==> config.mk <==
export PLATFORM = sky130hd
export DESIGN_NAME = irq_router
export DESIGN_NICKNAME = d
export VERILOG_FILES = /design/src/rtl/irq_router.sv
export SDC_FILE = /design/constraint.sdc
export NUM_CORES = 1
export LEC_CHECK = 0
export BUFFER_PORTS_ARGS = -buffer_cell sky130_fd_sc_hd__buf_2
export CAP_MARGIN = 40
export CORE_ASPECT_RATIO = 1.1
export CORE_MARGIN = 2
export CORE_UTILIZATION = 56
export DETAILED_ROUTE_END_ITERATION = 10
export PLACE_DENSITY_LB_ADDON = 0.05
export SLEW_MARGIN = 10
export SYNTH_ARGS = -nofsm -noshare
export SYNTH_HDL_FRONTEND = slang
export SYNTH_SLANG_ARGS = --single-unit
==> constraint.sdc <==
create_clock -name clk -period 2.5 [get_ports clk]
set_input_delay 0.5 -clock clk [delete_from_list [all_inputs] [get_ports clk]]
set_output_delay 0.5 -clock clk [all_outputs]
set_load 0.02 [all_outputs]
==> src/rtl/irq_router.sv <==
module irq_router #(
  parameter int W  = 32,
  parameter int AW = 8
) (
  input  logic          clk,
  input  logic          rst_n,
  input  logic [W-1:0]  src_lo,
  input  logic [W-1:0]  src_hi,
  input  logic [AW-1:0] bus_addr,
  input  logic          bus_we,
  input  logic [W-1:0]  bus_wdata,
  output logic [W-1:0]  bus_rdata,
  output logic [3:0]    irq_out
);
  localparam int NT = 4;
  localparam logic [AW-1:0] SPARE_LO = AW'(8'h40);
  localparam logic [AW-1:0] SPARE_HI = AW'(8'h44);

  logic [W-1:0] st_lo [NT];
  logic [W-1:0] st_hi [NT];
  logic [W-1:0] mk_lo [NT];
  logic [W-1:0] mk_hi [NT];
  logic [W-1:0] spare_lo, spare_hi;
  logic [W-1:0] src_lo_q, src_hi_q;
  logic [3:0]   irq_q;

  wire [W-1:0] rise_lo = src_lo & ~src_lo_q;
  wire [W-1:0] rise_hi = src_hi & ~src_hi_q;
  wire         aligned = (bus_addr[1:0] == 2'b00);
  wire         in_tgt  = aligned && (bus_addr[AW-1:6] == '0);
  wire [1:0]   tsel    = bus_addr[5:4];
  wire [1:0]   rsel    = bus_addr[3:2];

  assign irq_out = irq_q;

  always_ff @(posedge clk or negedge rst_n) begin
    if (!rst_n) begin
      src_lo_q <= '0;
      src_hi_q <= '0;
      spare_lo <= '0;
      spare_hi <= '0;
      irq_q    <= '0;
      for (int i = 0; i < NT; i++) begin
        st_lo[i] <= '0;
        st_hi[i] <= '0;
        mk_lo[i] <= '0;
        mk_hi[i] <= '0;
      end
    end else begin
      src_lo_q <= src_lo;
      src_hi_q <= src_hi;
      for (int i = 0; i < NT; i++) begin
        logic wr_t;
        wr_t = bus_we && in_tgt && (tsel == 2'(i));
        st_lo[i] <= (st_lo[i] & ~((wr_t && rsel == 2'd0) ? bus_wdata : '0)) | rise_lo;
        st_hi[i] <= (st_hi[i] & ~((wr_t && rsel == 2'd1) ? bus_wdata : '0)) | rise_hi;
        if (wr_t && rsel == 2'd2) mk_lo[i] <= bus_wdata;
        if (wr_t && rsel == 2'd3) mk_hi[i] <= bus_wdata;
        irq_q[i] <= |((st_lo[i] & mk_lo[i]) | (st_hi[i] & mk_hi[i]));
      end
      if (bus_we && bus_addr == SPARE_LO) spare_lo <= bus_wdata;
      if (bus_we && bus_addr == SPARE_HI) spare_hi <= bus_wdata;
    end
  end

  always_comb begin
    bus_rdata = '0;
    if (in_tgt) begin
      case (rsel)
        2'd0: bus_rdata = st_lo[tsel];
        2'd1: bus_rdata = st_hi[tsel];
        2'd2: bus_rdata = mk_lo[tsel];
        default: bus_rdata = mk_hi[tsel];
      endcase
    end else if (bus_addr == SPARE_LO) begin
      bus_rdata = spare_lo;
    end else if (bus_addr == SPARE_HI) begin
      bus_rdata = spare_hi;
    end
  end

  assert_reset_quiet_R1: assert property (@(posedge clk)
    !rst_n |=> irq_out == 4'b0000);

  assert_unmapped_zero_R10: assert property (@(posedge clk) disable iff (!rst_n)
    (bus_addr > AW'(8'h44) || bus_addr[1:0] != 2'b00) |-> bus_rdata == '0);

  generate
    for (genvar t = 0; t < NT; t++) begin : g_chk
      localparam logic [AW-1:0] BASE = AW'(t * 16);

      assert_edge_sets_R2: assert property (@(posedge clk) disable iff (!rst_n)
        1'b1 |=> ((st_lo[t] & $past(rise_lo)) == $past(rise_lo)) &&
                 ((st_hi[t] & $past(rise_hi)) == $past(rise_hi)));

      assert_w1c_R4: assert property (@(posedge clk) disable iff (!rst_n)
        (bus_we && bus_addr == BASE && rise_lo == '0) |=> (st_lo[t] & $past(bus_wdata)) == '0);

      assert_sticky_R4: assert property (@(posedge clk) disable iff (!rst_n)
        !(bus_we && bus_addr == BASE) |=> (st_lo[t] & $past(st_lo[t])) == $past(st_lo[t]));

      assert_mask_wr_R6: assert property (@(posedge clk) disable iff (!rst_n)
        (bus_we && bus_addr == BASE + AW'(8)) |=> mk_lo[t] == $past(bus_wdata));

      assert_irq_follows_R7: assert property (@(posedge clk) disable iff (!rst_n)
        1'b1 |=> irq_out[t] == $past(|((st_lo[t] & mk_lo[t]) | (st_hi[t] & mk_hi[t]))));
    end
  endgenerate
endmodule

* Yosys cells after proc, flatten, opt, wreduce, memory -nomap -nowiden
Cells that the tools add are included.
Storage, ports and cells: logic and storage cells 127, bits in read-only memories 0, register bits after elaboration 644, bits of input ports 107, latch bits 0, memory bits (writable) 0, memories kept 0, output and inout bits 36
Operators by class: magnitude comparators 1, $mul 0, div/mod/pow operators 0, shift operators 0, multiplexer cells 24, add/subtract/negate cells 0, equal/unequal tests 8, reductions and logical operators 32, bitwise gates (word level) 41
Operators by type and width (count):
- 32-bit 2-to-1 mux | 19
- 32-bit bitwise AND | 18
- 32-bit bitwise OR | 12
- 32-bit NOT | 10
- 32-bit binary-select mux with 2-bit select | 4
- 32-bit OR reduction | 4
- 32-bit one-hot mux with 3 select lines | 1
- 1-bit logical AND | 24
- 8-bit by 7-bit == test with 1-bit output, second input constant | 2
- 2-bit == test, second input constant | 4
- 2-bit logical NOT | 4
- 2-bit by 1-bit == test with 1-bit output, second input constant | 2
- 3-bit >= comparator, second input constant | 1
- 2-bit NOT with 3-bit output | 1

* Logic depth before layout (Yosys ltp)
depth in word-level cells 9, depth in mapped cells 7, gate-level depth less buffers 4

* Worst setup path before layout
Ideal clock, no wire load.
path kind input port to output port, start point input bus_addr[4], end point output bus_rdata[10], required time 2000 ps, buffers on the path 4, setup slack -285 ps, data arrival time 2285 ps, stages on the path 7, path through buf_2 -> buf_2 -> buf_2 -> buf_2 -> mux4_2 -> a22oi_1 -> nand3_1
Between the ends: cells in the longest elaborated chain, start to end 6, elaborated cells between the ends (all ways) 19, classes of those cells eq/ne (2); mux (16); bitwise (1)
RTL lines:
- start: declaration | line 9 | input logic [AW-1:0] bus_addr,
- 2-bit NOT with 3-bit output (implied by the code)
- 32-bit binary-select mux with 2-bit select, on equally long branches
- 32-bit 2-to-1 mux, on equally long branches (2 in series)
- 32-bit one-hot mux with 3 select lines | line 69 | case (rsel)
- 32-bit 2-to-1 mux * | line 68 | if (in_tgt) begin
- end: declaration | line 12 | output logic [W-1:0] bus_rdata,
Mark *: on every way between the ends. The rest lies on a longest branch, timed or not. The select of a mux whose other input is x is not followed.

* Final worst setup path
start point register st_hi[46] (netlist bit), end point output bus_rdata[14]
Between the ends: cells in the longest elaborated chain, start to end 5
RTL lines:
- start: declaration | line 20 | logic [W-1:0] st_hi [NT];
- start signal: indexed assignment | line 56 | st_hi[i] <= (st_hi[i] & ~((wr_t && rsel == 2'd1) ? bus_wdata : '0)) | rise_hi;
- 32-bit binary-select mux with 2-bit select | line 71 | 2'd1: bus_rdata = st_hi[tsel];
- 32-bit 2-to-1 mux (implied by the code) (2 in series) | line 71
- 32-bit one-hot mux with 3 select lines | line 69
- 32-bit 2-to-1 mux | line 68
No other way between the ends. The select of a mux whose other input is x is not followed.

==> key figures <==
Outcome
  – Status: complete, but fails checks
  – Failing checks: setup timing

Yosys
  – Cell count after synthesis: 2,191
  – Cell taking the most area after synthesis: dfrtp_1
  – Share of the synthesized area in the top cell type: 0.5412
  – Sequential-to-total area share from yosys stat: 0.5412
  – Async set-reset flop share out of synthesis: 1.000
  – Area of the mapped netlist: 29,780 um^2
  – Syn Area/Cell: 13.59 um^2
  – Synth warn: 0
  – Post-synth EDFFs: 0
  – Yosys cell types: 36
  – Ys flop type: dfrtp_1
  – Syn nets: 2,298
  – Top post-synthesis cells by area: dfrtp_1 (54%), mux2_2 (13%), mux4_2 (9.7%)
  – Register bit total from synthesis: 644

GRT
  – GR Layer Usage met1: 0.5418
  – Overall track demand over capacity in global routing: 0.4225
  – Met2 usage: 0.6382
  – Met3 GRT Util: 0.1147
  – GR peak layer: met2
  – Initial antenna violation count: 6
  – First-pass GRT wire length: 163,900 um
  – Largest net degree at the start of global routing: 75
  – Vias in the first global route: 23,120
  – GR Overflow Total: 0

Worst setup path
  – Crit. End Element: primary output
  – CP top delay family: multiplexers
  – Worst EP arrival: 2.17 ns
  – Worst setup SP type: flip-flop
  – Slowest CP cell: mux4_2
  – Critical path class: reg -> out
  – CP bufs+invs: 1
  – Worst path max stage delay: 0.55 ns
  – Crit Path Max Fanout: 2
  – Crit path cell chain: mux4_2, mux2_4, nand2_2, nand3_2, buf_6
  – Req. time, crit path: 2.00 ns

Detailed routing
  – Routed len/inst: 33.98 um
  – Drc violations: 0
  – Detailed Routing Iterations Pass 1: 5
  – Via count: 22,990
  – WL final: 115,200 um
  – Initial DRC count: 2,681
  – Vias per cell: 6.783
  – Final ANT Viol Nets: 0

STA
  – Final setup viols: 32
  – Measured slew at the worst slew-check pin: 0.7803 ns
  – Achievable Freq: 374.1 MHz
  – Skew final: 0.02154 ns
  – Final critical-path share of the clock period: 1.069
  – Slew HR: 0.4787
  – Crit path time final: 2.673 ns
  – Fin. Hold Viols: 0
  – Final max-slew violation count: 0
  – RSZ-0062 raised after global routing: yes
  – Final setup margin: -0.1728 ns

Clocking
  – Clock Latency Late Sink: 0.63 ns
  – Number of buffers created by CTS: 68
  – Clk sink count: 644
  – CTS tree: done
  – H-tree Lvls: 3
  – Clock transition at path regs: 0.06 ns
  – Max Buffers Root-to-Sink: 3
  – Root buffer cell: clkbuf_16

Worst hold path
  – Hold Path Class: in -> reg

Placement
  – DP Wirelength: 79,320 um
  – Setup WS pre-CTS: -0.2335 ns
  – DP Cell Count: 2,973
  – PortBufs: 142
  – Placer Congestion: 0.9949

Job
  – Max Cap Violations: 0

Final layout
  – Fill count: 3,575
  – Commonest non-fill, non-tap cells in the layout: dfrtp_1 (568), buf_4 (304), mux2_2 (300)
  – Area growth syn-to-layout: 26.13%
  – Commonest non-fill, non-tap cell in the layout: dfrtp_1
  – Net count, final: 2,769
  – Fin cells: 3,389
  – Layout cells sized above 1: 0.4692

Floorplan
  – Core area: 52,520 um^2
  – DIE AREA: 55,040 um^2
  – Die Ht: 245.9 um
  – Chip Width: 223.9 um
  – Starting density of the core: 0.5670
  – I/O pin cnt: 143
  – Rows: 88

Pwr
  – VDD IR max: 585.5 uV
  – Static leakage: 16.19 nW
  – PwrDens: 627.6 nW/um^2
layer usage:
layer	wire length [um]	share of wire	vias up
li1	-	-	9088
met1	41710	0.36	11970
met2	51830	0.45	1523
met3	13180	0.11	412
met4	8427	0.073	0
met5	0	0	-
stage by stage:
step,total power [mW],setup TNS [ns],util,cell area (um^2),hold slack [ns]
after floorplan,12.16,-0.2371,-,30030,0.2044
after global placement,13.21,-12.75,0.6134,32210,0.4826
after detailed placement,13.25,-21.39,0.6134,32210,0.4898
after CTS,23.49,-3.531,0.7047,37010,0.003626
after global routing,24.16,-3.931,0.7150,37550,0.03320
final,23.57,-3.119,0.7151,37560,0.02631
synth_stat cells, types with 3 or more instances:
library cell,n
a21o_1,256
a221oi_1,64
a22o_1,64
a22oi_1,64
buf_2,68
buf_6,38
clkbuf_1,61
dfrtp_1,644
mux2_1,10
mux2_2,332
mux2_4,10
mux4_2,128
nand2_1,291
nand2b_1,3
nand3_1,33
nand4_1,16
nor2_1,5
nor2_2,3
nor2_8,4
nor2b_1,64
nor3_4,6
nor4_4,4
or4_1,4
final timing paths:
check / startpoint / end / slack [ns] / cells past startpoint
worst max-delay path: st_hi[46] / bus_rdata[14] / -0.17 / 5
min in group asynchronous: rst_n / src_hi_q[29] / 0.45 / 2
max in group asynchronous: rst_n / st_lo[108] / 1.12 / 3
worst min-delay path: src_hi[31] / src_hi_q[31] / 0.03 / 1
worst min register to register: st_hi[61] / st_hi[61] / 0.51 / 1
worst max register to register: mk_hi[22] / irq_out[3] / 0.01 / 6
state kept, by name (all words and copies together), names as in the netlist, 32 cells and up:
signal	count
mk_lo	128
src_lo_q	32
mk_hi	128
st_lo	128
spare_hi	32
spare_lo	32
st_hi	128
src_hi_q	32
power breakdown:
part	switching, mW	internal (mW)	total (mW)
sequential	0.261	10.8	11.0
clock	4.26	5.86	10.1
combinational	1.34	1.10	2.44
total	5.86	17.7	23.6
final cells by class:
| cell class | instances | area (um^2) | share of cell area |
|---|---|---|---|
| repair buffers | 571 | 5121 | 0.1364 |
| flip-flops and latches | 644 | 16210 | 0.4316 |
| clock inverters | 20 | 181.4 | 0.004831 |
| inverters | 2 | 7.507 | 0.0001999 |
| multi-input cells | 1375 | 13180 | 0.3510 |
| well taps | 675 | 844.6 | 0.02249 |
| clock buffers | 99 | 2002 | 0.05330 |
| diodes | 3 | 7.507 | 0.0001999 |
what timing repair did:
item                                    CTS  global route
pin swaps                                16             1
setup buffers                           191            35
endpoints found under the hold margin   105             0
hold buffers                             64             0
endpoints found under the setup margin   32            32
gates cloned                              1             3
resized for setup                       187            57
kinds of logic after synthesis:
| family | synth area share |
|---|---|
| AO/OA/AOI/OAI | 0.1183 |
| buffers and inverters | 0.03437 |
| multiplexers | 0.2312 |
| flip-flops | 0.5412 |
| AND/OR/NAND/NOR | 0.07492 |
Note: power is estimated with default switching activity, not from simulation.
